[config.mk]
export PLATFORM = sky130hd
export DESIGN_NAME = pot_bank_top
export DESIGN_NICKNAME = d
export VERILOG_FILES = /design/src/rtl/pot_bank_pkg.sv /design/src/rtl/pot_cmd_decode.sv /design/src/rtl/pot_prog_timer.sv /design/src/rtl/pot_channel.sv /design/src/rtl/pot_tap_decoder.sv /design/src/rtl/pot_bank_top.sv
export SDC_FILE = /design/constraint.sdc
export NUM_CORES = 2
export LEC_CHECK = 0
export CORE_AREA = 2 2 422 424
export DETAILED_ROUTE_END_ITERATION = 7
export DIE_AREA = 0 0 424 426
export SYNTH_ARGS = -nofsm -noshare
export SYNTH_HDL_FRONTEND = slang
export SYNTH_SLANG_ARGS = --single-unit
[constraint.sdc]
create_clock -name clk -period 3.05 [get_ports clk]
set_clock_uncertainty 0.1 [all_clocks]
set_input_delay 0.4575 -clock clk [delete_from_list [all_inputs] [get_ports clk]]
set_output_delay 0.4575 -clock clk [all_outputs]
set_load 0.01 [all_outputs]
[src/rtl/pot_bank_pkg.sv]
// Package: op codes and the decoded action shared by the wiper bank modules.
package pot_bank_pkg;
    localparam logic [2:0] OP_NOP          = 3'd0;
    localparam logic [2:0] OP_SET_WIPER    = 3'd1;
    localparam logic [2:0] OP_STORE_PRESET = 3'd2;
    localparam logic [2:0] OP_READ_WIPER   = 3'd3;
    localparam logic [2:0] OP_READ_PRESET  = 3'd4;
    localparam logic [2:0] OP_LOAD_PRESET  = 3'd5;

    typedef struct packed {
        logic set_wiper;
        logic store_preset;
        logic load_preset;
        logic read_wiper;
        logic read_preset;
        logic refused;
    } pot_action_t;
endpackage

[src/rtl/pot_cmd_decode.sv]
// Module: pot_cmd_decode
// Turns one raw command into a set of action strobes. Applies the busy
// lockout and the write protect.
// Assumes: at most one command per cycle; unknown op codes decode to nothing.
module pot_cmd_decode
    import pot_bank_pkg::*;
(
    input  logic        cmd_valid,
    input  logic [2:0]  cmd_op,
    input  logic        busy,
    input  logic        wp_n,
    output pot_action_t act
);
    logic live;

    // Decode the op code into strobes, gated by busy and write protect.
    always_comb begin
        act  = '0;
        live = cmd_valid && !busy;
        if (live) begin
            unique case (cmd_op)
                OP_SET_WIPER:    act.set_wiper   = 1'b1;
                OP_STORE_PRESET: begin
                    act.store_preset = wp_n;
                    act.refused      = !wp_n;
                end
                OP_READ_WIPER:   act.read_wiper  = 1'b1;
                OP_READ_PRESET:  act.read_preset = 1'b1;
                OP_LOAD_PRESET:  act.load_preset = 1'b1;
                default:         act = '0;
            endcase
        end
    end
endmodule

[src/rtl/pot_prog_timer.sv]
// Module: pot_prog_timer
// Holds busy for PROG_CYCLES cycles after an accepted preset store. This
// stands in for the programming time of retained memory.
// Assumes: start only arrives while busy is low.
module pot_prog_timer #(
    parameter int PROG_CYCLES = 16
) (
    input  logic clk,
    input  logic rst_n,
    input  logic start,
    output logic busy
);
    localparam int CW = $clog2(PROG_CYCLES + 1);
    localparam logic [CW-1:0] LOAD = CW'(PROG_CYCLES);

    logic [CW-1:0] remain;

    // Load the window on start and count it down to zero.
    always_ff @(posedge clk) begin
        if (!rst_n)
            remain <= '0;
        else if (start)
            remain <= LOAD;
        else if (remain != '0)
            remain <= remain - 1'b1;
    end

    assign busy = (remain != '0);
endmodule

[src/rtl/pot_channel.sv]
// Module: pot_channel
// State of one potentiometer: a live wiper and NPRESET stored presets.
// Reset recalls preset 0 into the wiper. Presets have no reset so that
// they keep their values, as retained memory would.
// Assumes: the strobes in act are already qualified by channel match.
module pot_channel
    import pot_bank_pkg::*;
#(
    parameter int DW      = 8,
    parameter int NPRESET = 4
) (
    input  logic                       clk,
    input  logic                       rst_n,
    input  pot_action_t                act,
    input  logic [$clog2(NPRESET)-1:0] idx,
    input  logic [DW-1:0]              wdata,
    output logic [DW-1:0]              wiper,
    output logic [DW-1:0]              preset_rd
);
    logic [DW-1:0] preset [NPRESET];

    for (genvar i = 0; i < NPRESET; i++) begin : g_preset
        // Store one preset slot when it is addressed by an accepted store.
        always_ff @(posedge clk) begin
            if (act.store_preset && (idx == i))
                preset[i] <= wdata;
        end
    end

    // Wiper register: recall on reset, else a direct write or a preset load.
    always_ff @(posedge clk) begin
        if (!rst_n)
            wiper <= preset[0];
        else if (act.set_wiper)
            wiper <= wdata;
        else if (act.load_preset)
            wiper <= preset[idx];
    end

    assign preset_rd = preset[idx];
endmodule

[src/rtl/pot_tap_decoder.sv]
// Module: pot_tap_decoder
// Registered one-hot decode of a wiper value into 2**DW tap selects.
// Assumes: every DW-bit value maps to a real tap. The register has no reset
// because its input always decodes to a single tap.
module pot_tap_decoder #(
    parameter int DW = 8
) (
    input  logic              clk,
    input  logic [DW-1:0]     wiper,
    output logic [(1<<DW)-1:0] taps
);
    localparam int NTAP = 1 << DW;

    // Register the one-hot select so the switch drive changes on a clean edge.
    always_ff @(posedge clk) begin
        taps <= NTAP'(1) << wiper;
    end
endmodule

[src/rtl/pot_bank_top.sv]
// Module: pot_bank_top
// Bank of NCH potentiometer channels behind one command port. It decodes
// commands, routes the strobes to the addressed channel, times preset
// programming, returns read data and drives the one-hot tap selects.
// Assumes: commands last one cycle; rst_n low for at least one edge at power-up.
module pot_bank_top
    import pot_bank_pkg::*;
#(
    parameter int NCH         = 4,
    parameter int DW          = 8,
    parameter int NPRESET     = 4,
    parameter int PROG_CYCLES = 16
) (
    input  logic                         clk,
    input  logic                         rst_n,
    input  logic                         cmd_valid,
    input  logic [2:0]                   cmd_op,
    input  logic [$clog2(NCH)-1:0]       cmd_chan,
    input  logic [$clog2(NPRESET)-1:0]   cmd_sel,
    input  logic [DW-1:0]                cmd_wdata,
    input  logic                         wp_n,
    output logic                         busy,
    output logic                         err_pulse,
    output logic                         rd_valid,
    output logic [DW-1:0]                rd_data,
    output logic [NCH*DW-1:0]            wiper_pos,
    output logic [NCH*(1<<DW)-1:0]       tap_sel
);
    localparam int NTAP = 1 << DW;

    pot_action_t   act;
    logic [DW-1:0] wiper_arr  [NCH];
    logic [DW-1:0] preset_arr [NCH];

    pot_cmd_decode u_dec (
        .cmd_valid (cmd_valid),
        .cmd_op    (cmd_op),
        .busy      (busy),
        .wp_n      (wp_n),
        .act       (act)
    );

    pot_prog_timer #(.PROG_CYCLES(PROG_CYCLES)) u_timer (
        .clk   (clk),
        .rst_n (rst_n),
        .start (act.store_preset),
        .busy  (busy)
    );

    for (genvar c = 0; c < NCH; c++) begin : g_chan
        pot_action_t ch_act;

        // Pass the strobes only to the addressed channel.
        always_comb begin
            ch_act = (cmd_chan == c) ? act : '0;
        end

        pot_channel #(.DW(DW), .NPRESET(NPRESET)) u_chan (
            .clk       (clk),
            .rst_n     (rst_n),
            .act       (ch_act),
            .idx       (cmd_sel),
            .wdata     (cmd_wdata),
            .wiper     (wiper_arr[c]),
            .preset_rd (preset_arr[c])
        );

        pot_tap_decoder #(.DW(DW)) u_taps (
            .clk   (clk),
            .wiper (wiper_arr[c]),
            .taps  (tap_sel[c*NTAP +: NTAP])
        );

        assign wiper_pos[c*DW +: DW] = wiper_arr[c];
    end

    // Register the read response and the refusal pulse.
    always_ff @(posedge clk) begin
        if (!rst_n) begin
            rd_valid  <= 1'b0;
            rd_data   <= '0;
            err_pulse <= 1'b0;
        end else begin
            rd_valid  <= act.read_wiper || act.read_preset;
            err_pulse <= act.refused;
            if (act.read_wiper)
                rd_data <= wiper_arr[cmd_chan];
            else if (act.read_preset)
                rd_data <= preset_arr[cmd_chan];
        end
    end
endmodule

==> flow_summary.yaml <==
layout:
  area_growth_syn_to_layout_pct: 54.6
  final_nets: 4123
  fillers: 18044
  drive_above_1_share_pct: 9.78
  mostFrequentLayoutCells: "clkdlybuf4s50_1, nor2_1, dfxtp_1"
  layout.cells.non_filler: 6559
  final_common_cell: "clkdlybuf4s50_1"
job:
  maxCapViolations: 0
yosys:
  syn_area_per_cell_um2: 11.6
  synth_warnings: 0
  ys_seq_area_share_pct: 75.6
  synthFlopType: "dfxtp_1"
  syn_nets: 2937
  synthCells: 2917
  yosys_register_bits: 1199
  syn_area_um2: 33900
  synth-edff-count: 160
  synth-async-reset-ratio_pct: 0
  ys_types: 40
timing:
  rsz0062_at_grt: "no"
  fin_hold_ws_ns: 0.216
  tightest_slew_ns: 1.04
  worst_slack_ns: 0.103
  hold_viol: 0
  setup-tns-final_ns: 0
  fmax_mhz: 339
  setup_viol: 0
  period_needed_ns: 2.95
  maxSlewHeadroom_pct: 30.5
  drv_slew: 0
  timing.final.crit_share_pct: 96.6
power:
  pwr-share-seq_pct: 48.6
  ir_drop_mv: 0.468
  power_frac_clock_pct: 46.6
  switching_share_pct: 23.6
  power_switching_w: 0.00789
  p_comb_share_pct: 4.9
  intPower_w: 0.0256
  power.density_nw_per_um2: 640
  leakagePower_nw: 18.3
grt:
  grt_pass1_wl_um: 195000
  grt_overflow: 0
  antenna_found_initial: 20
  grt_pass1_vias: 25115
  grt_max_degree: 41
  grt_usage_pct: 15.2
place:
  hpwl_um: 111000
  dp_cells: 6311
  gp_congestion: 0.918
  placement.io_buffers: 1085
  pre_cts_slack_ns: 0.0806
route:
  num_vias: 26047
  initialDrtViolationCount: 1860
  drc: 0
  dr.pass1.iters: 6
  wl_um: 145000
  viasPerCell: 3.97
  ant_nets: 0
  wl_per_cell_um: 22.0
floorplan:
  rows: 154
  die_w_um: 424
  dieArea_um2: 181000
  initial_core_util_pct: 19.3
  die_height_um: 426
  pin_count: 1086
  design.core.area_um2: 176000
worst_setup_path:
  critPathBufInv: 1
  cp_slowest_cell: "edfxtp_1"
  slowest_delay_ns: 0.81
  worstSetupStartpointType: "flop"
  critPathKind: "flop to primary output"
  required_ns: 2.49
  critPathMaxFanout: 10
  crit_chain: "clkdlybuf4s50_1"
  cp-end-kind: "primary output"
  cp_top_family: "flip-flops"
  critPathArrivalTime_ns: 2.39
clock_tree:
  tritoncts: "yes"
  clock_latency_ns: 0.75
  numCtsBuffers: 121
  numClockSinks: 1199
  htreeDepth: 3
  clockRootBuffer: "clkbuf_16"
  clk_path_buf_depth: 3
  cts.clk_slew.worst_paths_ns: 0.06
outcome:
  run_status: "finished, final reports clean"
worst_hold_path:
  hold_class: "input port to flop"
-- routing by layer --
metal	vias to the layer above	global-route usage (%)	wire [um]
li1	11720	-	-
met1	12713	16.9	53500
met2	1303	26.5	72100
met3	311	4.14	11500
met4	0	7.73	7410
met5	-	0	0
-- metrics by stage --
step | area, um^2 | util (%) | power, W
6_report | 52400 | 29.8 | 0.0335
3_5_place_dp | 48000 | 27.3 | 0.0182
2_1_floorplan | 33900 | - | 0.0173
3_3_place_gp | 48000 | 27.3 | 0.0182
5_1_grt | 52400 | 29.8 | 0.0346
4_1_cts | 52300 | 29.8 | 0.0339
-- sequential cells by signal, summed over array words and instances, names as in the netlist --
signal and count:
err_pulse 1, rd_data 8, rd_valid 1, g_chan.u_chan.preset 128, u_timer.remain 5, g_chan.u_chan.wiper 32, g_chan.u_taps.taps 1024
-- power by group through the flow --
stage | registers (W) | clock network [W] | logic, W
floorplan | 0.0166 | 0 | 0.000707
global placement | 0.0166 | 0 | 0.00158
detailed placement | 0.0166 | 0 | 0.00159
CTS | 0.0163 | 0.0159 | 0.00164
global route | 0.0163 | 0.0166 | 0.00173
finish | 0.0163 | 0.0156 | 0.00163
-- cells in the mapped netlist (all sizes together) (5+ instances only) --
| cell | count | share of area [%] |
|---|---|---|
| mux2i | 31 | 0.92 |
| a22oi | 13 | 0.29 |
| nand2b | 12 | 0.22 |
| nand2 | 174 | 1.9 |
| nand3 | 34 | 0.50 |
| inv | 5 | 0.063 |
| a21oi | 31 | 0.46 |
| nor3 | 22 | 0.33 |
| dfxtp | 1039 | 61 |
| edfxtp | 160 | 14 |
| clkbuf | 137 | 1.5 |
| nor2 | 1079 | 12 |
| a31oi | 10 | 0.18 |
| mux2 | 8 | 0.27 |
| nor2b | 32 | 0.59 |
| and2 | 11 | 0.20 |
| mux4 | 56 | 3.7 |
| o21ai | 11 | 0.16 |
| buf | 16 | 0.26 |
| nor3b | 5 | 0.11 |
-- cell type report --
class	instances	area (um^2)	share of cell area [%]
Tap cell	2340	2930	5.59
Inverter	5	21.3	0.0406
Antenna cell	8	20.0	0.0382
Timing Repair Buffer	1216	11900	22.7
Clock buffer	165	3480	6.65
Sequential cell	1199	25600	48.9
Multi-Input combinational cell	1560	7650	14.6
Clock inverter	66	786	1.50
-- final timing paths --
check | from | to | slack (ns) | cells past startpoint
setup / recovery | g_chan[3].u_chan.wiper[4]$_DFFE_PP_ | wiper_pos[28] | 0.10 | 1
hold / removal | wp_n | err_pulse$_SDFF_PN0_ | 0.22 | 2
setup reg to reg | u_timer.remain[0]$_SDFFE_PP0P_ | g_chan[0].u_chan.preset[0][4]$_DFFE_PP_ | 0.42 | 8
hold reg to reg | u_timer.remain[1]$_SDFFE_PP0P_ | u_timer.remain[1]$_SDFFE_PP0P_ | 0.43 | 2
-- timing repair --
| action | CTS | global route |
|---|---|---|
| resized for setup | 1 | 0 |
| endpoints found under the setup margin | 5 | 1 |
| hold buffers | 0 | 0 |
| setup buffers | 7 | 2 |
-- cells by family after synthesis --
family	after synthesis	synth area share, %
mux	95	4.90
flops	1199	75.6
simple gates	1390	16.3
buf+inv	158	1.84
compound gates	72	1.26
xor+xnor	2	0.0517
fa+ha+maj	1	0.0369
(Power assumes the default switching activity.)
